File: config.mk
export PLATFORM = sky130hd
export DESIGN_NAME = rx_err_stats
export DESIGN_NICKNAME = d
export VERILOG_FILES = /design/src/rtl/rx_err_pkg.sv /design/src/rtl/rx_frame_classifier.sv /design/src/rtl/rx_err_counter.sv /design/src/rtl/rx_err_regport.sv /design/src/rtl/rx_err_stats.sv
export SDC_FILE = /design/constraint.sdc
export NUM_CORES = 1
export LEC_CHECK = 0
export BUFFER_PORTS_ARGS = -buffer_cell sky130_fd_sc_hd__buf_2
export CAP_MARGIN = 10
export CELL_PAD_IN_SITES_DETAIL_PLACEMENT = 2
export CELL_PAD_IN_SITES_GLOBAL_PLACEMENT = 2
export CORE_ASPECT_RATIO = 1.1
export CORE_MARGIN = 1.5
export CORE_UTILIZATION = 37
export DETAILED_ROUTE_END_ITERATION = 10
export PLACE_DENSITY_LB_ADDON = 0.1
export SETUP_SLACK_MARGIN = 0.3
export SLEW_MARGIN = 20
export SYNTH_ARGS = -nofsm -noshare
export SYNTH_HDL_FRONTEND = slang
export SYNTH_SLANG_ARGS = --single-unit
File: constraint.sdc
create_clock -name clk -period 3.2 [get_ports clk]
set_clock_uncertainty 0.15 [all_clocks]
set_input_delay 0.32 -clock clk [delete_from_list [all_inputs] [get_ports clk]]
set_output_delay 0.32 -clock clk [all_outputs]
set_load 0.05 [all_outputs]
File: src/rtl/rx_err_pkg.sv
package rx_err_pkg;

  localparam int unsigned NUM_CNT = 3;

  typedef enum logic [1:0] {
    CNT_CRC   = 2'd0,
    CNT_ALIGN = 2'd1,
    CNT_DISC  = 2'd2
  } cnt_sel_e;

  typedef struct packed {
    logic addr_hit;
    logic crc_bad;
    logic dribble;
    logic no_buf;
    logic overrun;
  } rx_status_t;

  // Precedence: drop beats dribble, dribble beats CRC; the address gate applies to CRC and dribble only.
  function automatic logic [NUM_CNT-1:0] classify(input rx_status_t s, input logic eof);
    logic [NUM_CNT-1:0] v;
    logic dropped;
    v       = '0;
    dropped = s.no_buf | s.overrun;
    if (eof) begin
      if (dropped)
        v[CNT_DISC] = 1'b1;
      else if (s.addr_hit && s.dribble)
        v[CNT_ALIGN] = 1'b1;
      else if (s.addr_hit && s.crc_bad)
        v[CNT_CRC] = 1'b1;
    end
    return v;
  endfunction

endpackage

File: src/rtl/rx_frame_classifier.sv
module rx_frame_classifier
  import rx_err_pkg::*;
(
  input  logic               clk,
  input  logic               rst,
  input  logic               eof,
  input  rx_status_t         status,
  output logic [NUM_CNT-1:0] inc_vec
);

  logic drop_evt;
  logic hit_evt;

  assign drop_evt = eof && (status.no_buf || status.overrun);
  assign hit_evt  = eof && status.addr_hit;
  assign inc_vec  = classify(status, eof);

  a_r6_one_counter: assert property (@(posedge clk) disable iff (rst)
    $onehot0(inc_vec));

  a_r7_no_strobe: assert property (@(posedge clk) disable iff (rst)
    !eof |-> inc_vec == '0);

  a_r5_foreign_frame: assert property (@(posedge clk) disable iff (rst)
    (eof && !status.addr_hit) |-> (!inc_vec[CNT_CRC] && !inc_vec[CNT_ALIGN]));

  a_r4_drop_counts: assert property (@(posedge clk) disable iff (rst)
    drop_evt |-> inc_vec[CNT_DISC]);

  a_r3_drop_masks_align: assert property (@(posedge clk) disable iff (rst)
    (hit_evt && status.dribble && !drop_evt) |-> inc_vec[CNT_ALIGN]);

endmodule

File: src/rtl/rx_err_counter.sv
module rx_err_counter #(
  parameter int unsigned W = 32
) (
  input  logic         clk,
  input  logic         rst,
  input  logic         inc,
  input  logic         wr,
  input  logic [W-1:0] wdata,
  output logic [W-1:0] q
);

  localparam logic [W-1:0] ONE = W'(1);

  function automatic logic [W-1:0] next_count(input logic [W-1:0] cur, input logic bump,
                                              input logic load, input logic [W-1:0] val);
    if (load) return val;
    if (bump) return cur + ONE;
    return cur;
  endfunction

  logic load_evt;
  logic bump_evt;

  assign load_evt = wr;
  assign bump_evt = inc && !wr;

  always_ff @(posedge clk) begin
    if (rst) q <= '0;
    else     q <= next_count(q, inc, wr, wdata);
  end

  a_r1_reset_clear: assert property (@(posedge clk)
    rst |=> q == '0);

  a_r9_write_wins: assert property (@(posedge clk) disable iff (rst)
    load_evt |=> q == $past(wdata));

  a_r8_wrap: assert property (@(posedge clk) disable iff (rst)
    (bump_evt && q == '1) |=> q == '0);

  a_r6_step_one: assert property (@(posedge clk) disable iff (rst)
    bump_evt |=> q == $past(q) + ONE);

  a_r7_hold: assert property (@(posedge clk) disable iff (rst)
    (!inc && !wr) |=> $stable(q));

endmodule

File: src/rtl/rx_err_regport.sv
module rx_err_regport
  import rx_err_pkg::*;
#(
  parameter int unsigned W      = 32,
  parameter int unsigned ADDR_W = 2
) (
  input  logic                 clk,
  input  logic                 rst,
  input  logic [ADDR_W-1:0]    addr,
  input  logic                 wr,
  input  logic [NUM_CNT*W-1:0] cnt_flat,
  output logic [NUM_CNT-1:0]   wr_vec,
  output logic [W-1:0]         rdata
);

  for (genvar i = 0; i < NUM_CNT; i++) begin : g_dec
    assign wr_vec[i] = wr && (addr == ADDR_W'(i));
  end

  always_comb begin
    rdata = '0;
    for (int i = 0; i < NUM_CNT; i++) begin
      if (addr == ADDR_W'(i)) rdata = cnt_flat[i*W +: W];
    end
  end

  a_r10_one_target: assert property (@(posedge clk) disable iff (rst)
    $onehot0(wr_vec));

  a_r10_hole_reads_zero: assert property (@(posedge clk) disable iff (rst)
    (addr >= ADDR_W'(NUM_CNT)) |-> (rdata == '0 && wr_vec == '0));

endmodule

File: src/rtl/rx_err_stats.sv
module rx_err_stats
  import rx_err_pkg::*;
#(
  parameter int unsigned CNT_W = 32
) (
  input  logic             clk,
  input  logic             rst,
  input  logic             rx_eof,
  input  logic             rx_addr_hit,
  input  logic             rx_crc_bad,
  input  logic             rx_dribble,
  input  logic             rx_no_buf,
  input  logic             rx_overrun,
  input  logic [1:0]       reg_addr,
  input  logic             reg_wr,
  input  logic [CNT_W-1:0] reg_wdata,
  output logic [CNT_W-1:0] reg_rdata
);

  localparam int unsigned ADDR_W = 2;

  rx_status_t               status;
  logic [NUM_CNT-1:0]       inc_vec;
  logic [NUM_CNT-1:0]       wr_vec;
  logic [NUM_CNT*CNT_W-1:0] cnt_flat;

  assign status = '{addr_hit: rx_addr_hit, crc_bad: rx_crc_bad, dribble: rx_dribble,
                    no_buf: rx_no_buf, overrun: rx_overrun};

  rx_frame_classifier u_cls (
    .clk     (clk),
    .rst     (rst),
    .eof     (rx_eof),
    .status  (status),
    .inc_vec (inc_vec)
  );

  for (genvar i = 0; i < NUM_CNT; i++) begin : g_cnt
    rx_err_counter #(.W(CNT_W)) u_cnt (
      .clk   (clk),
      .rst   (rst),
      .inc   (inc_vec[i]),
      .wr    (wr_vec[i]),
      .wdata (reg_wdata),
      .q     (cnt_flat[i*CNT_W +: CNT_W])
    );
  end

  rx_err_regport #(.W(CNT_W), .ADDR_W(ADDR_W)) u_reg (
    .clk      (clk),
    .rst      (rst),
    .addr     (reg_addr),
    .wr       (reg_wr),
    .cnt_flat (cnt_flat),
    .wr_vec   (wr_vec),
    .rdata    (reg_rdata)
  );

  a_r2_crc_only_clean: assert property (@(posedge clk) disable iff (rst)
    inc_vec[CNT_CRC] |-> (rx_addr_hit && rx_crc_bad && !rx_dribble && !rx_no_buf && !rx_overrun));

endmodule

==> run summary, run 1 <==
Tcrit/Tclk final -> 80.1%
Post-synth ARST share -> 0%
vias -> 5926
CP max stage delay -> 0.67 ns
root buffer cell -> clkbuf_16
WL final -> 22700 um
remaining global-route overflow -> 0
sequential fraction of design power -> 47.2%
final setup vio count -> 0
area leader, netlist -> dfxtp_1
Worst Tran Pin Value -> 0.921 ns
post-route ant nets -> 0
Post-Layout Cell Count -> 1002
CP max stage cell -> nor4_1
layout cells sized above 1 -> 14.3%
antenna diode count -> 0
Pleak -> 2.28 nW
H-tree depth -> 3
Seq/Total Area, Yosys -> 32.8%
Cell Pwr Density -> 426 nW/um^2
top flop regs -> g_cnt.u_cnt.q x96
vias per inst -> 5.91
DP Area -> 6430 um^2
synthesized flop and latch total -> 96
synth-to-layout area growth -> 14.8%
placed cell count -> 987
crit path cell chain -> and4_1 -> nand4_1 -> nor4_1 -> xnor2_1 -> a211oi_1
number of flip-flops in the largest register -> 96
CTS tree -> done
Slew Limit Fails -> 0
gr usage total -> 28.2%
combinational share of power -> 14.4%
Psw -> 0.000863 W
Worst-Skew Late Latency -> 0.35 ns
Worst VDD drop -> 0.243 mV
post-layout util -> 43.2%
Worst Setup End Kind -> register
post-cts sizing count -> 0
status -> completed
Startpoint Class -> register
WP data arrival -> 2.68 ns
Clk pin slew, worst setup/hold paths -> 0.07 ns
width of the chip -> 123 um
Hold Startpoint -> reg_wdata[28]
Power Total -> 0.00286 W
Die Area -> 16600 um^2
HP Class -> primary input to register
commonest cells after routing, fill and taps aside -> nor2_1 (106), dfxtp_1 (96), a211oi_1 (83)
Critical Path RT -> 3.32 ns
# nets final -> 844
postcts setup bufs -> 0
Fin. Hold Viols -> 0
most flop-heavy register -> g_cnt.u_cnt.q
DR WL/cell -> 22.6 um
main area contributors after synthesis -> dfxtp_1 (33%), a211oi_1 (11%), xnor2_1 (8.8%)
number of core rows -> 48
TNS Setup -> 0 ns
Initial Util -> 37.6%
commonest non-fill, non-tap cell in the layout -> nor2_1
Final min period -> 2.56 ns
Clock Path Buffers -> 2
post-synth net total -> 793
hold_buf cts -> 0
TritonRoute pass-1 iters -> 4
crit-path max FO -> 11
initial detailed-routing violation count -> 250
area share of the largest cell type after synthesis -> 32.8%
largest net degree at the start of global routing -> 49
Most used DFF post-synth -> dfxtp_1
I/O Pins -> 75
unrepaired setup endpoints after global routing -> no
initial antenna violation count -> 0
Post-synth EDFFs -> 0
die height -> 135 um
drt drc -> 0
mean post-synth cell area -> 7.83 um^2
dpl hpwl -> 16700 um
Syn Std Cell Area -> 5850 um^2
kind of critical path -> register to register
fin area -> 6720 um^2
Gate Count Post-Synth -> 747
RR Startpoint -> g_cnt[1].u_cnt.q[9]
Clock power frac -> 38.4%
fmax -> 390 MHz
internal power -> 0.00200 W
routability cong. -> 0.842
first-pass GRT wire length -> 35500 um
post-synth cell types -> 42
clk sinks -> 96
Worst Setup SP -> g_cnt[1].u_cnt.q[9]
Sw Ratio -> 30.1%
number of CTS-inserted buffers -> 9
# port buffers -> 74
core area -> 15600 um^2
max_cap viols -> 0
relative slew slack -> 38.6%
YS warnings -> 0
vias in the first global route -> 6267
==> routing by layer <==
metal | track usage [%] | part of all wire [%] | up-vias
met4 | 11.2 | 3.1 | 0
met5 | 0 | 0 | -
met1 | 36.6 | 44 | 2979
met3 | 2.66 | 4.3 | 31
li1 | - | - | 2799
met2 | 47.7 | 48 | 117
==> through the flow <==
stage / worst slack [ns] / hold slack [ns]
after floorplan: 0.437 / 0.278
after global placement: 0.560 / 0.356
after detailed placement: 0.491 / 0.394
after CTS: 0.674 / 0.0796
after global routing: 0.515 / 0.106
final: 0.636 / 0.0913
==> logic make-up (layout without fill, tap and decap cells) <==
logic type                 count (synthesis)  count (layout)  synth area share [%]
DFF                                       96              96                  32.8
buffers and inverters                     67             122                  4.51
xor gates and xnor gates                  84              84                  12.6
AOI/OAI and AO/OA                        141             141                  16.5
and+or+nand+nor                          323             323                  27.2
adders and majority gates                  3               3                 0.642
muxes                                     33              33                  5.64
==> cells in the mapped netlist (22+ instances only) <==
| cell | n |
|---|---|
| nor2_1 | 106 |
| nor3_1 | 23 |
| clkbuf_1 | 45 |
| xor2_1 | 25 |
| nand4_1 | 22 |
| dfxtp_1 | 96 |
| nand2_1 | 63 |
| o21ai_0 | 41 |
| a211oi_1 | 83 |
| nor4_1 | 23 |
| xnor2_1 | 59 |
| mux2i_1 | 33 |
| nand3_1 | 40 |
==> area by class of cell <==
| type | count | area (um^2) |
|---|---|---|
| clock inverter | 5 | 58.8 |
| inverter | 15 | 56.3 |
| clock buffer | 10 | 229 |
| multi-input combinational | 584 | 3670 |
| fill | 1761 | 8840 |
| sequential | 96 | 1920 |
| tap | 200 | 250 |
| timing repair buffer | 92 | 531 |
==> worst max-delay path: cells and delay by family (launching register included) <==
family | cells | cell delay [ns]
and+or+nand+nor | 3 | 1.51
AOI/OAI and AO/OA | 1 | 0.24
xor gates and xnor gates | 1 | 0.13
DFF | 1 | 0.45
==> power by group through the flow <==
stage | Clock, W | Combinational, W | Sequential (W)
3_5_place_dp | 0 | 0.000412 | 0.00138
4_1_cts | 0.00113 | 0.000415 | 0.00135
6_report | 0.00110 | 0.000412 | 0.00135
3_3_place_gp | 0 | 0.000398 | 0.00137
5_1_grt | 0.00118 | 0.000445 | 0.00136
2_1_floorplan | 0 | 0.000274 | 0.00134
==> final timing paths <==
kind / slack, ns / cells past startpoint / to
setup reg to reg: 0.64 / 5 / g_cnt[1].u_cnt.q[31]
setup / recovery: 0.64 / 5 / g_cnt[1].u_cnt.q[31]
hold reg to reg: 0.41 / 2 / g_cnt[0].u_cnt.q[1]
hold / removal: 0.09 / 3 / g_cnt[1].u_cnt.q[28]
(Power assumes the default switching activity.)
==> run 2, diff against run 1 <==
--- a/config.mk
+++ b/config.mk
@@ -11,7 +11,7 @@
 export CELL_PAD_IN_SITES_GLOBAL_PLACEMENT = 2
 export CORE_ASPECT_RATIO = 1.1
 export CORE_MARGIN = 1.5
-export CORE_UTILIZATION = 37
+export CORE_UTILIZATION = 34
 export DETAILED_ROUTE_END_ITERATION = 10
 export PLACE_DENSITY_LB_ADDON = 0.1
 export SETUP_SLACK_MARGIN = 0.3
==> constraint.sdc (replaced) <==
create_clock -name clk -period 2.5 [get_ports clk]
set_clock_uncertainty 0.15 [all_clocks]
set_input_delay 0.25 -clock clk [delete_from_list [all_inputs] [get_ports clk]]
set_output_delay 0.25 -clock clk [all_outputs]
set_load 0.05 [all_outputs]
==> run 2 against run 1 <==
  * Die area is 8.6% higher
  * First-iteration DRC count is 28% higher
  * Largest cell class unchanged
  * Sequential cell count stayed put
  * Core utilization is 0.16 points higher
  * Sequential power is 27% higher
  * Register-to-register slack worse by 0.33 ns
  * Clock power is 35% higher
  * Worst hold slack worse by 0.068 ns
  * Cell count is 6.4% higher
  * Non-clock buffer count is 29 higher
  * Largest power group unchanged
  * Critical path depth is 1 higher
==> run summary, run 2 (synthesis gave the netlist of run 1 again) <==
status -> completed
sequential fraction of design power -> 45.3% (-1.9 points)
I/O Pins -> 75 (unchanged)
Die Area -> 18000 um^2 (+8.6%)
gr usage total -> 26.7% (-1.4 points)
initial detailed-routing violation count -> 320 (+28%)
number of flip-flops in the largest register -> 96 (unchanged)
kind of critical path -> register to register
combinational share of power -> 15.5% (+1.1 points)
Pleak -> 2.56 nW (+12%)
CTS tree -> done
# fillers -> 1923 (+9.2%)
initial antenna violation count -> 0 (unchanged)
Worst Tran Pin Value -> 0.744 ns (-0.177 ns)
post-route ant nets -> 0 (unchanged)
Clk pin slew, worst setup/hold paths -> 0.07 ns (about the same)
commonest non-fill, non-tap cell in the layout -> nor2_1
most flop-heavy register -> g_cnt.u_cnt.q
WP data arrival -> 2.31 ns (-0.37 ns)
fmax -> 457 MHz (+17%)
footprint of the multi-input gates -> 3930 um^2 (+7.1%)
Psw -> 0.00115 W (+33%)
antenna diode count -> 0 (unchanged)
total area of sequential cells -> 1960 um^2 (+2.0%)
number of CTS-inserted buffers -> 9 (unchanged)
Clock power frac -> 39.2% (+0.8 points)
Tcrit/Tclk final -> 87.6% (+7.5 points)
synth-to-layout area growth -> 25.6%
H-tree depth -> 3 (unchanged)
Fin. Hold Viols -> 0 (unchanged)
relative slew slack -> 49.9% (+11 points)
layout cells sized above 1 -> 26.6% (+12 points)
Initial Util -> 34.5% (-3.1 points)
Sw Ratio -> 30.2% (+0.073 points)
top flop regs -> g_cnt.u_cnt.q x96
routability cong. -> 0.785 (-6.8%)
hold_buf cts -> 0 (unchanged)
dpl hpwl -> 16900 um (+1.1%)
# nets final -> 873 (+3.4%)
HP Class -> primary input to register
vias -> 6107 (+3.1%)
WL final -> 23600 um (+4.0%)
clk sinks -> 96 (unchanged)
commonest cells after routing, fill and taps aside -> nor2_1 (106), a211oi_1 (82), dfxtp_1 (77)
Critical Path RT -> 2.62 ns (-0.70 ns)
root buffer cell -> clkbuf_16
final setup vio count -> 0 (unchanged)
Worst VDD drop -> 0.328 mV (+35%)
largest net degree at the start of global routing -> 50 (+2.0%)
Worst Setup End Kind -> register
core area -> 17000 um^2 (+9.0%)
first-pass GRT wire length -> 37000 um (+4.2%)
drt drc -> 0 (unchanged)
Clock Path Buffers -> 2 (unchanged)
DR WL/cell -> 22.1 um (-2.2%)
number of core rows -> 50 (+4.2%)
max_cap viols -> 0 (unchanged)
Slew Limit Fails -> 0 (unchanged)
Power Total -> 0.00379 W (+32%)
width of the chip -> 128 um (+4.2%)
internal power -> 0.00265 W (+32%)
Startpoint Class -> register
Worst-Skew Late Latency -> 0.36 ns (about the same)
# port buffers -> 74 (unchanged)
TritonRoute pass-1 iters -> 4 (unchanged)
Final min period -> 2.19 ns (-0.374 ns)
Cell Pwr Density -> 516 nW/um^2 (+21%)
remaining global-route overflow -> 0 (unchanged)
die height -> 141 um (+4.2%)
crit-path max FO -> 5 (-6)
unrepaired setup endpoints after global routing -> yes
TNS Setup -> 0 ns (unchanged)
vias per inst -> 5.73 (-3.1%)
vias in the first global route -> 6440 (+2.8%)
run 2: cell count changes in the layout (fill, tap and decap cells not counted), moves of 6 or more:
cell     previous run  this run
o21ai_0            41        11
nor4_2              1         7
dfxtp_2             0        13
o21ai_2             0        30
dfxtp_4             0         6
nor4_1             23        15
dfxtp_1            96        77
buf_4              16        42
run 2: path summary, 6_finish.rpt:
| check | slack [ns] | to | depth (start not counted) | startpoint |
|---|---|---|---|---|
| worst min register to register | 0.39 | g_cnt[0].u_cnt.q[5] | 2 | g_cnt[0].u_cnt.q[5] |
| worst min-delay path | 0.02 | g_cnt[1].u_cnt.q[28] | 3 | reg_wdata[28] |
| worst max-delay path | 0.31 | g_cnt[0].u_cnt.q[27] | 6 | g_cnt[0].u_cnt.q[3] |
| worst max register to register | 0.31 | g_cnt[0].u_cnt.q[27] | 6 | g_cnt[0].u_cnt.q[3] |
run 2: timing repair:
action | CTS | global route
pin swaps | 2 | 10
endpoints found under the setup margin | 9 | 41
gates resized for setup | 19 | 37
setup buffers | 3 | 9
run 2: metrics by stage:
step	setup slack (ns)	utilization (%)	area, um^2	hold WS (ns)	cells
3_3_place_gp	0.232	39.9	6760	0.366	1038
4_1_cts	0.271	42.0	7120	0.00671	1057
2_1_floorplan	0.358	-	5970	0.208	747
6_report	0.311	43.4	7350	0.0234	1066
3_5_place_dp	0.165	39.9	6760	0.383	1038
5_1_grt	0.231	43.4	7350	0.0377	1066
run 2: routing by layer:
layer / up-vias / global-route usage, % / part of all wire [%]
met1: 3112 / 36.1 / 46
met3: 20 / 3.07 / 2.9
met5: - / 0 / 0
li1: 2873 / - / -
met2: 102 / 45.3 / 50
met4: 0 / 6.80 / 1.1
run 2: cell type report:
type                    count  area share, %
well taps                 234           3.98
clock buffers              11           3.44
flip-flops and latches     96           26.7
multi-input cells         584           53.5
clock inverters             5          0.749
inverters                  15          0.766
repair buffers            121           10.9
run 2: worst max-delay path, cell delays in order, from the launching register on:
cell	delay (ns)
dfxtp_2	0.38
and4_2	0.28
buf_4	0.14
nand4_1	0.28
nor4_1	0.47
xnor2_1	0.14
a211oi_1	0.25
run 2: power groups by stage:
stage                     clock network (W)  logic, W  registers [W]
after detailed placement                  0  0.000575        0.00175
after floorplan                           0  0.000373        0.00172
after global placement                    0  0.000556        0.00175
after global routing                0.00159  0.000632        0.00173
after CTS                           0.00152  0.000580        0.00172
final                               0.00149  0.000588        0.00172
